## src/rtl/iow_pkg.sv

```systemverilog
package iow_pkg;
  localparam int unsigned IOW_REGIONS  = 4;
  localparam int unsigned IOW_FIELD_W  = 3;
  localparam int unsigned IOW_IO_AW    = 11;
  localparam int unsigned IOW_BUS_AW   = 14;
  localparam int unsigned IOW_DATA_W   = 16;
  localparam logic [IOW_BUS_AW-1:0] IOW_CFG_ADDR = 14'h3FFE;
endpackage

```

## src/rtl/iow_cfg_regs.sv

```systemverilog
module iow_cfg_regs #(
  parameter int unsigned NREG    = 4,
  parameter int unsigned FIELD_W = 3,
  parameter int unsigned AW      = 14,
  parameter int unsigned DW      = 16,
  parameter logic [AW-1:0] ADDR  = '1
) (
  input  logic                    clk,
  input  logic                    rst_n,
  input  logic                    wr_en,
  input  logic [AW-1:0]           wr_addr,
  input  logic [DW-1:0]           wr_data,
  output logic [DW-1:0]           rd_data,
  output logic [NREG*FIELD_W-1:0] codes,
  output logic                    mode
);
  localparam int unsigned MODE_BIT = DW - 1;
  localparam int unsigned USED_W   = NREG * FIELD_W;

  logic wr_hit;
  logic [FIELD_W-1:0] fld_q [NREG];
  logic mode_q;

  assign wr_hit = wr_en && (wr_addr == ADDR);

  for (genvar g = 0; g < NREG; g++) begin : g_field
    always_ff @(posedge clk or negedge rst_n) begin
      if (!rst_n)
        fld_q[g] <= '1;
      else if (wr_hit)
        fld_q[g] <= wr_data[g*FIELD_W +: FIELD_W];
    end
    assign codes[g*FIELD_W +: FIELD_W] = fld_q[g];
  end

  always_ff @(posedge clk or negedge rst_n) begin
    if (!rst_n)
      mode_q <= 1'b1;
    else if (wr_hit)
      mode_q <= wr_data[MODE_BIT];
  end

  assign mode = mode_q;

  always_comb begin
    rd_data = '0;
    rd_data[USED_W-1:0] = codes;
    rd_data[MODE_BIT]   = mode_q;
  end

  // without a matching write the stored value holds
  a_r2_hold_without_write: assert property (@(posedge clk) disable iff (!rst_n)
    !wr_hit |=> $stable(rd_data));
  // bits between the fields and the mode bit stay clear
  a_r3_reserved_clear: assert property (@(posedge clk) disable iff (!rst_n)
    rd_data[MODE_BIT-1:USED_W] == '0);
endmodule

```

## src/rtl/iow_region_decode.sv

```systemverilog
module iow_region_decode #(
  parameter int unsigned NREG    = 4,
  parameter int unsigned FIELD_W = 3,
  parameter int unsigned IO_AW   = 11,
  parameter int unsigned AW      = 14,
  parameter int unsigned CNT_W   = FIELD_W + 1
) (
  input  logic [AW-1:0]           addr,
  input  logic [NREG*FIELD_W-1:0] codes,
  input  logic                    mode,
  output logic [CNT_W-1:0]        wait_cnt
);
  localparam int unsigned RSEL_W = $clog2(NREG);

  logic [RSEL_W-1:0]  region;
  logic [FIELD_W-1:0] code;

  assign region = addr[IO_AW-1 -: RSEL_W];
  assign code   = codes[region*FIELD_W +: FIELD_W];

  always_comb begin
    if (mode)
      wait_cnt = {code, 1'b1};
    else
      wait_cnt = {1'b0, code};
  end
endmodule

```

## src/rtl/iow_wait_ctrl.sv

```systemverilog
module iow_wait_ctrl #(
  parameter int unsigned CNT_W = 4
) (
  input  logic             clk,
  input  logic             rst_n,
  input  logic             req_valid,
  output logic             req_ready,
  input  logic [CNT_W-1:0] wait_cnt,
  output logic             busy,
  output logic             done
);
  logic [CNT_W-1:0] remain_q;
  logic busy_q, done_q, take;

  assign req_ready = !busy_q;
  assign take      = req_valid && req_ready;

  always_ff @(posedge clk or negedge rst_n) begin
    if (!rst_n) begin
      busy_q   <= 1'b0;
      done_q   <= 1'b0;
      remain_q <= '0;
    end else if (busy_q) begin
      if (remain_q == '0) begin
        busy_q <= 1'b0;
        done_q <= 1'b1;
      end else begin
        remain_q <= remain_q - 1'b1;
        done_q   <= 1'b0;
      end
    end else if (take) begin
      if (wait_cnt == '0) begin
        done_q <= 1'b1;
      end else begin
        busy_q   <= 1'b1;
        remain_q <= wait_cnt - 1'b1;
        done_q   <= 1'b0;
      end
    end else begin
      done_q <= 1'b0;
    end
  end

  assign busy = busy_q;
  assign done = done_q;

  // busy may start only from a presented request
  a_r8_busy_from_request: assert property (@(posedge clk) disable iff (!rst_n)
    $rose(busy_q) |-> $past(req_valid));
  // end of busy is always followed by the completion pulse
  a_r7_done_after_busy: assert property (@(posedge clk) disable iff (!rst_n)
    $fell(busy_q) |-> done_q);
  // completion pulse and busy never overlap
  a_r7_done_not_busy: assert property (@(posedge clk) disable iff (!rst_n)
    done_q |-> !busy_q);
  // while busy the remaining count only decreases
  a_r8_remain_down: assert property (@(posedge clk) disable iff (!rst_n)
    (busy_q && $past(busy_q)) |-> (remain_q < $past(remain_q)));
endmodule

```

## src/rtl/io_wait_gen.sv

```systemverilog
module io_wait_gen
  import iow_pkg::*;
#(
  parameter int unsigned NREG    = IOW_REGIONS,
  parameter int unsigned FIELD_W = IOW_FIELD_W,
  parameter int unsigned IO_AW   = IOW_IO_AW,
  parameter int unsigned AW      = IOW_BUS_AW,
  parameter int unsigned DW      = IOW_DATA_W,
  parameter logic [AW-1:0] CFG_ADDR = IOW_CFG_ADDR
) (
  input  logic          clk,
  input  logic          rst_n,
  input  logic          cfg_wr_en,
  input  logic [AW-1:0] cfg_addr,
  input  logic [DW-1:0] cfg_wdata,
  output logic [DW-1:0] cfg_rdata,
  input  logic          req_valid,
  output logic          req_ready,
  input  logic [AW-1:0] req_addr,
  output logic          busy,
  output logic          done
);
  localparam int unsigned CNT_W = FIELD_W + 1;

  logic [NREG*FIELD_W-1:0] codes;
  logic                    mode;
  logic [CNT_W-1:0]        wait_cnt;

  iow_cfg_regs #(
    .NREG(NREG), .FIELD_W(FIELD_W), .AW(AW), .DW(DW), .ADDR(CFG_ADDR)
  ) u_regs (
    .clk(clk), .rst_n(rst_n), .wr_en(cfg_wr_en), .wr_addr(cfg_addr),
    .wr_data(cfg_wdata), .rd_data(cfg_rdata), .codes(codes), .mode(mode)
  );

  iow_region_decode #(
    .NREG(NREG), .FIELD_W(FIELD_W), .IO_AW(IO_AW), .AW(AW), .CNT_W(CNT_W)
  ) u_decode (
    .addr(req_addr), .codes(codes), .mode(mode), .wait_cnt(wait_cnt)
  );

  iow_wait_ctrl #(.CNT_W(CNT_W)) u_ctrl (
    .clk(clk), .rst_n(rst_n), .req_valid(req_valid), .req_ready(req_ready),
    .wait_cnt(wait_cnt), .busy(busy), .done(done)
  );

  // the block never offers to take a request during a stretch
  a_r8_not_ready_busy: assert property (@(posedge clk) disable iff (!rst_n)
    busy |-> !req_ready);
endmodule

```

## config.mk

```make
export PLATFORM = sky130hd
export DESIGN_NAME = io_wait_gen
export DESIGN_NICKNAME = d
export VERILOG_FILES = /design/src/rtl/iow_pkg.sv /design/src/rtl/iow_cfg_regs.sv /design/src/rtl/iow_region_decode.sv /design/src/rtl/iow_wait_ctrl.sv /design/src/rtl/io_wait_gen.sv
export SDC_FILE = /design/constraint.sdc
export NUM_CORES = 1
export LEC_CHECK = 0
export ABC_AREA = 1
export CORE_UTILIZATION = 40
export CTS_BUF_LIST = sky130_fd_sc_hd__clkbuf_4
export DETAILED_ROUTE_END_ITERATION = 10
export HOLD_SLACK_MARGIN = 0.06
export PLACE_DENSITY = 0.81
export RECOVER_POWER = 100
export SLEW_MARGIN = 10
export SYNTH_ARGS = -nofsm -noshare
export SYNTH_HDL_FRONTEND = slang
export SYNTH_HIERARCHICAL = 1
export SYNTH_SLANG_ARGS = --single-unit
```

## constraint.sdc

```tcl
create_clock -name clk -period 3.13 [get_ports clk]
set_clock_uncertainty 0.1 [all_clocks]
set_input_delay 0.939 -clock clk [delete_from_list [all_inputs] [get_ports clk]]
set_output_delay 0.939 -clock clk [all_outputs]
set_load 0.03 [all_outputs]
```

# After elaboration in Yosys (flattened, before gate mapping)
# Cells that the tools add are included.
dict set report totals {
  reg_bits 19
  out_inout_bits 19
  elab_cells 35
}
dict set report classes {
  n_reduce_logical 7
  add_sub_neg 2
  n_eq_ne 3
  mux 13
  mul 1
  shift 1
}
# cell count
set op_table {}
lappend op_table {{$mux W4} 5}
lappend op_table {{$eq A14 B14 Y1 const B} 1}
lappend op_table {{$shiftx A12 B5 Y3} 1}
lappend op_table {{$logic_not A4 Y1} 2}
lappend op_table {{$mux W1} 8}
lappend op_table {{$sub A4 B1 Y4 const B} 2}
lappend op_table {{$mul A2 B2 Y4 const B} 1}
lappend op_table {{$reduce_and A3 Y1} 1}
lappend op_table {{$logic_and A1 B1 Y1} 2}
lappend op_table {{$ne A2 B1 Y1 const B} 1}
lappend op_table {{$ne A2 B2 Y1 const B} 1}
lappend op_table {{$reduce_bool A2 Y1} 1}
lappend op_table {{$logic_not A1 Y1} 1}

# Logic depth before layout (Yosys ltp)
dict set report logic_depth {
  word_depth 7
  mapped_depth 13
  depth_no_buf 13
}

# Hierarchy
# The synthesis kept the hierarchy.
# mod n_inst area_each_um2 cells_each
set modules_own_cells {}
lappend modules_own_cells {iow_cfg_regs 1 724.4 88}
lappend modules_own_cells {iow_wait_ctrl 1 424.2 56}
lappend modules_own_cells {iow_region_decode 1 128.9 31}

# Worst setup path before layout
# No wires, ideal clock.
dict set report synth_timing {
  path_kind {in2reg}
  startpoint {input req_addr[9]}
  endpoint {register u_ctrl.remain_q[2]}
  required_time_ps 2965
  path_buffers 0
  path_slack_ps 1087
  stages 13
  setup_ps 65
  arrival_time_ps 1878
  cell_sequence {inv_2 -> nand2_1 -> nand3_1 -> nand3_1 -> nand2_1 -> inv_1 -> nand2_1 -> nand2_2 -> ha_1 -> nand3b_1 -> nand2_1 -> nand2_1 -> nand2_1}
}
dict set report synth_via {
  elab_chain_cells 7
  word_cells_on_any_way 10
}
# item line
set synth_lines {}
lappend synth_lines {{start: declaration} io_wait_gen.sv:19} ;# input logic [AW-1:0] req_addr,
lappend synth_lines {{$mul A2 B2 Y4 (*)} iow_region_decode.sv:19} ;# assign code = codes[region*FIELD_W +: FIELD_W];
lappend synth_lines {{$shiftx A12 B5 Y3 (*)} iow_region_decode.sv:19}
lappend synth_lines {{$mux W4 (*)} iow_region_decode.sv:22} ;# if (mode)
lappend synth_lines {{via wait_cnt[1]} io_wait_gen.sv:27} ;# logic [CNT_W-1:0] wait_cnt;
lappend synth_lines {{$sub A4 B1 Y4} iow_wait_ctrl.sv:36} ;# remain_q <= wait_cnt - 1'b1;
lappend synth_lines {{$mux W4} iow_wait_ctrl.sv:32} ;# if (wait_cnt == '0) begin
lappend synth_lines {{$mux W4} iow_wait_ctrl.sv:31} ;# end else if (take) begin
lappend synth_lines {{$mux W4} iow_wait_ctrl.sv:23} ;# end else if (busy_q) begin
lappend synth_lines {{end signal: assignment} iow_wait_ctrl.sv:28} ;# remain_q <= remain_q - 1'b1;
lappend synth_lines {{end signal: assignment} iow_wait_ctrl.sv:36}
lappend synth_lines {{end: declaration} iow_wait_ctrl.sv:12} ;# logic [CNT_W-1:0] remain_q;
# Mark *: on every way through the listed nets, which the timed path passes. The rest lies on a longest branch. The select of a mux whose other input is x is not followed.
# A chain may end at the register's enable or synchronous reset.

# Worst setup path after layout
dict set report layout_timing {
  startpoint {register u_ctrl.busy_q, in the netlist u_ctrl/busy}
  endpoint {output req_ready}
}
dict set report layout_via {
  elab_chain_cells 1
}
# item line
set layout_lines {}
lappend layout_lines {{start: declaration} iow_wait_ctrl.sv:13} ;# logic busy_q, done_q, take;
lappend layout_lines {{start signal: assignment} iow_wait_ctrl.sv:20} ;# busy_q <= 1'b0;
lappend layout_lines {{start signal: assignment} iow_wait_ctrl.sv:25} ;# busy_q <= 1'b0;
lappend layout_lines {{start signal: assignment} iow_wait_ctrl.sv:35} ;# busy_q <= 1'b1;
lappend layout_lines {{$logic_not A1 Y1} iow_wait_ctrl.sv:15} ;# assign req_ready = !busy_q;
lappend layout_lines {{end: declaration} io_wait_gen.sv:18} ;# output logic req_ready,
# No other way between the ends.

==> impl_metrics.py <==
metrics = {
    "status": {
        "outcome": "finished clean",
    },
    "timing": {
        "timing.fmax_mhz": 360.6,
        "fin_crit_sh_pct": 88.59,
        "timing.final.crit_period_ns": 2.773,
        "maxSlewHeadroom_pct": 41.43,
        "whs_ns": 0.3930,
        "finalMaxSlewViolations": 0,
        "hold_violations": 0,
        "worst_pin_slew_ns": 0.8753,
        "finalSetupViolCount": 0,
        "fin_tns_setup_ns": 0,
        "setup_slack_ns": 0.3571,
        "rsz0062_at_grt": "no",
    },
    "synth": {
        "ys.flop_type": "dfstp_2",
        "syn-cell-area_um2": 1277,
        "async_flop_share_pct": 100.0,
        "synth-seq-cells": 19,
        "synth_edf_count": 0,
        "synth_fa_ha_area_share_pct": 0.9794,
        "synth-xor-area-share_pct": 0,
        "netlist_instances": 175,
        "synth_simple_gate_area_share_pct": 37.22,
        "synth_warnings": 6,
        "synth.mux.area_fraction_pct": 0,
        "yosysUniqueCellTypes": 21,
        "synth_top_family_by_area": "simple AND/OR/NAND/NOR gates",
        "yosysSeqAreaShare_pct": 38.49,
        "synth_compound_area_share_pct": 5.975,
        "avgSynthCellArea_um2": 7.300,
    },
    "clock_network": {
        "cts_resized": 0,
        "cts_root_buffer": "clkbuf_4",
        "cts_htree_levels": 1,
        "postCtsHoldBufs": 0,
        "cts_buffers": 3,
        "cts_tree": "built",
        "clkLatencyLatePin_ns": 0.30,
        "clkTransAtPathRegs_ns": 0.11,
        "post_cts_buffers": 0,
        "clock_sinks": 19,
        "clk_path_buf_depth": 2,
    },
    "worst_setup_path": {
        "regToRegSetupSlack_ns": 1.38,
        "critPathTopFamily": "buffers and inverters",
        "arrival_ns": 1.73,
        "critPathMaxStageDelay_ns": 0.74,
        "r2r_end": "u_ctrl/remain_q[2]$_DFFE_PN0P_",
        "worst-path-buf-inv": 2,
        "end_kind": "output pin",
        "slowest_stage": "dlygate4sd3_1",
        "crit_required_ns": 2.09,
        "cp-endpoint": "req_ready",
        "worstPathCellList": "inv_6 -> dlygate4sd3_1",
        "cp.depth": 2,
        "ff2ff_path_depth": 12,
        "critPathMaxFanout": 9,
        "crit_type": "flop to output pin",
        "crit_path_start": "u_ctrl/busy$_DFF_PN0_",
        "r2r-start": "u_regs/codes[3]$_DFFE_PN1P_",
        "cp-start-kind": "flop",
    },
    "placement": {
        "portBuffers": 48,
        "pre_cts_slack_ns": 0.3021,
        "gp_congestion": 0.8079,
        "post-dp-hpwl_um": 2118,
        "dp_cells": 249,
        "place_area_um2": 1668,
    },
    "worst_hold_path": {
        "hp-class": "flop to flop",
    },
    "pwr": {
        "vdd_drop_max_v": 0.0001782,
        "power_uw": 819.5,
        "power_leakage_nw": 0.8241,
        "power_density_nw_per_um2": 487.7,
    },
    "grt": {
        "grtUsageTotal_pct": 17.99,
        "grt_pass1_vias": 1129,
        "met1_usage_pct": 21.56,
        "met3_usage_pct": 2.418,
        "grt_max_degree": 20,
        "grt_antenna_before_repair": 0,
        "grt_pass1_wl_um": 4754,
        "busiest_layer": "met2",
        "grt-ovfl-total": 0,
        "met2_usage_pct": 32.02,
    },
    "drt": {
        "wl_um": 2716,
        "wl_per_cell_um": 10.74,
        "drc": 0,
        "dr_total_vias": 1150,
        "vias_per_cell": 4.545,
        "drt-initial-drc-count": 22,
        "drtPass1Iterations": 4,
        "postRouteAntennaNets": 0,
    },
    "die": {
        "die_y_um": 58.51,
        "initial_utilization_pct": 41.84,
        "die_width_um": 58.51,
        "placementRows": 20,
        "ios": 67,
        "die_area_um2": 3423,
        "core_um2": 3053,
    },
    "final_layout": {
        "seqCellArea_um2": 491.7,
        "fin_util_pct": 55.04,
        "layout.nets": 259,
        "n_antenna_cell": 0,
        "drive_above_1_share_pct": 13.88,
        "multiInputGateArea_um2": 558.0,
        "fin_area_um2": 1680,
        "syn_to_final_growth_pct": 31.54,
        "fin_cells": 253,
        "fillCellCount": 320,
    },
    "flow_run": {
        "drv_cap": 0,
    },
}
==> flip-flops by register name, summed over array words and instances (netlist names) <==
name             count
u_regs/mode          1
u_ctrl/remain_q      4
u_regs/codes        12
u_ctrl/done          1
u_ctrl/busy          1
==> cells in the final DEF, fill, tap and decap left out, types with 5 or more instances in the layout <==
cell	synthesis	routed
inv_1	13	14
nand3_1	18	18
nand2_2	6	5
dfstp_2	13	13
clkdlybuf4s50_1	0	30
dfrtp_1	6	6
o21ai_1	10	10
nand2_1	65	67
nor2_1	6	7
dlygate4sd3_1	0	18
==> kinds of logic after synthesis <==
| group | after synthesis |
|---|---|
| fa+ha+maj | 1 |
| flops | 19 |
| simple gates | 103 |
| other cells | 1 |
| compound gates | 15 |
| buf+inv | 36 |
==> cell usage after synthesis (2+ instances only) <==
library cell	instances	area (µm²)
buf_2	2	10.01
buf_4	16	120.1
buf_6	2	22.52
dfrtp_1	6	150.1
dfstp_2	13	341.6
inv_1	13	48.80
inv_2	2	7.510
nand2_1	65	244.0
nand2_2	6	37.54
nand2_4	4	45.04
nand3_1	18	90.09
nor2_1	6	22.52
nor2_4	2	22.52
o21ai_0	4	20.02
o21ai_1	10	50.05
==> worst register-to-register path, delay by kind of cell, from the launching register on <==
family | cells | cell delay, ns
simple gates | 10 | 0.75
flops | 1 | 0.56
fa+ha+maj | 1 | 0.21
buf+inv | 1 | 0.07
==> worst min path at each step <==
stage               slack, ns                   startpoint  depth (start not counted)                           to
floorplan                0.36  u_regs/codes[2]$_DFFE_PN1P_                          2  u_regs/codes[2]$_DFFE_PN1P_
global placement         0.37  u_regs/codes[5]$_DFFE_PN1P_                          2  u_regs/codes[5]$_DFFE_PN1P_
detailed placement       0.38  u_regs/codes[0]$_DFFE_PN1P_                          2  u_regs/codes[0]$_DFFE_PN1P_
CTS                      0.40  u_regs/codes[0]$_DFFE_PN1P_                          2  u_regs/codes[0]$_DFFE_PN1P_
global route             0.41  u_regs/codes[0]$_DFFE_PN1P_                          2  u_regs/codes[0]$_DFFE_PN1P_
finish                   0.39  u_regs/codes[2]$_DFFE_PN1P_                          2  u_regs/codes[2]$_DFFE_PN1P_
==> metal layers <==
| layer | share of wire [%] | wire length, µm |
|---|---|---|
| met1 | 45 | 1222 |
| met2 | 49 | 1332 |
| met3 | 3.7 | 101 |
| met4 | 2.2 | 60 |
| met5 | 0 | 0 |
==> area by class of cell <==
class / instances / area share, %
clock buffer: 4 / 1.787
inverter: 16 / 3.872
multi-input combinational: 122 / 33.21
sequential: 19 / 29.26
tap: 44 / 3.276
timing repair buffer: 48 / 28.59
==> where the power goes <==
part | leakage (nW) | total, mW | internal, mW | switching [mW]
Combinational | 0.596 | 0.369 | 0.152 | 0.216
Sequential | 0.210 | 0.317 | 0.279 | 0.0377
Clock | 0.0184 | 0.134 | 0.0583 | 0.0754
Total | 0.824 | 0.820 | 0.490 | 0.329
(Power assumes the default switching activity.)
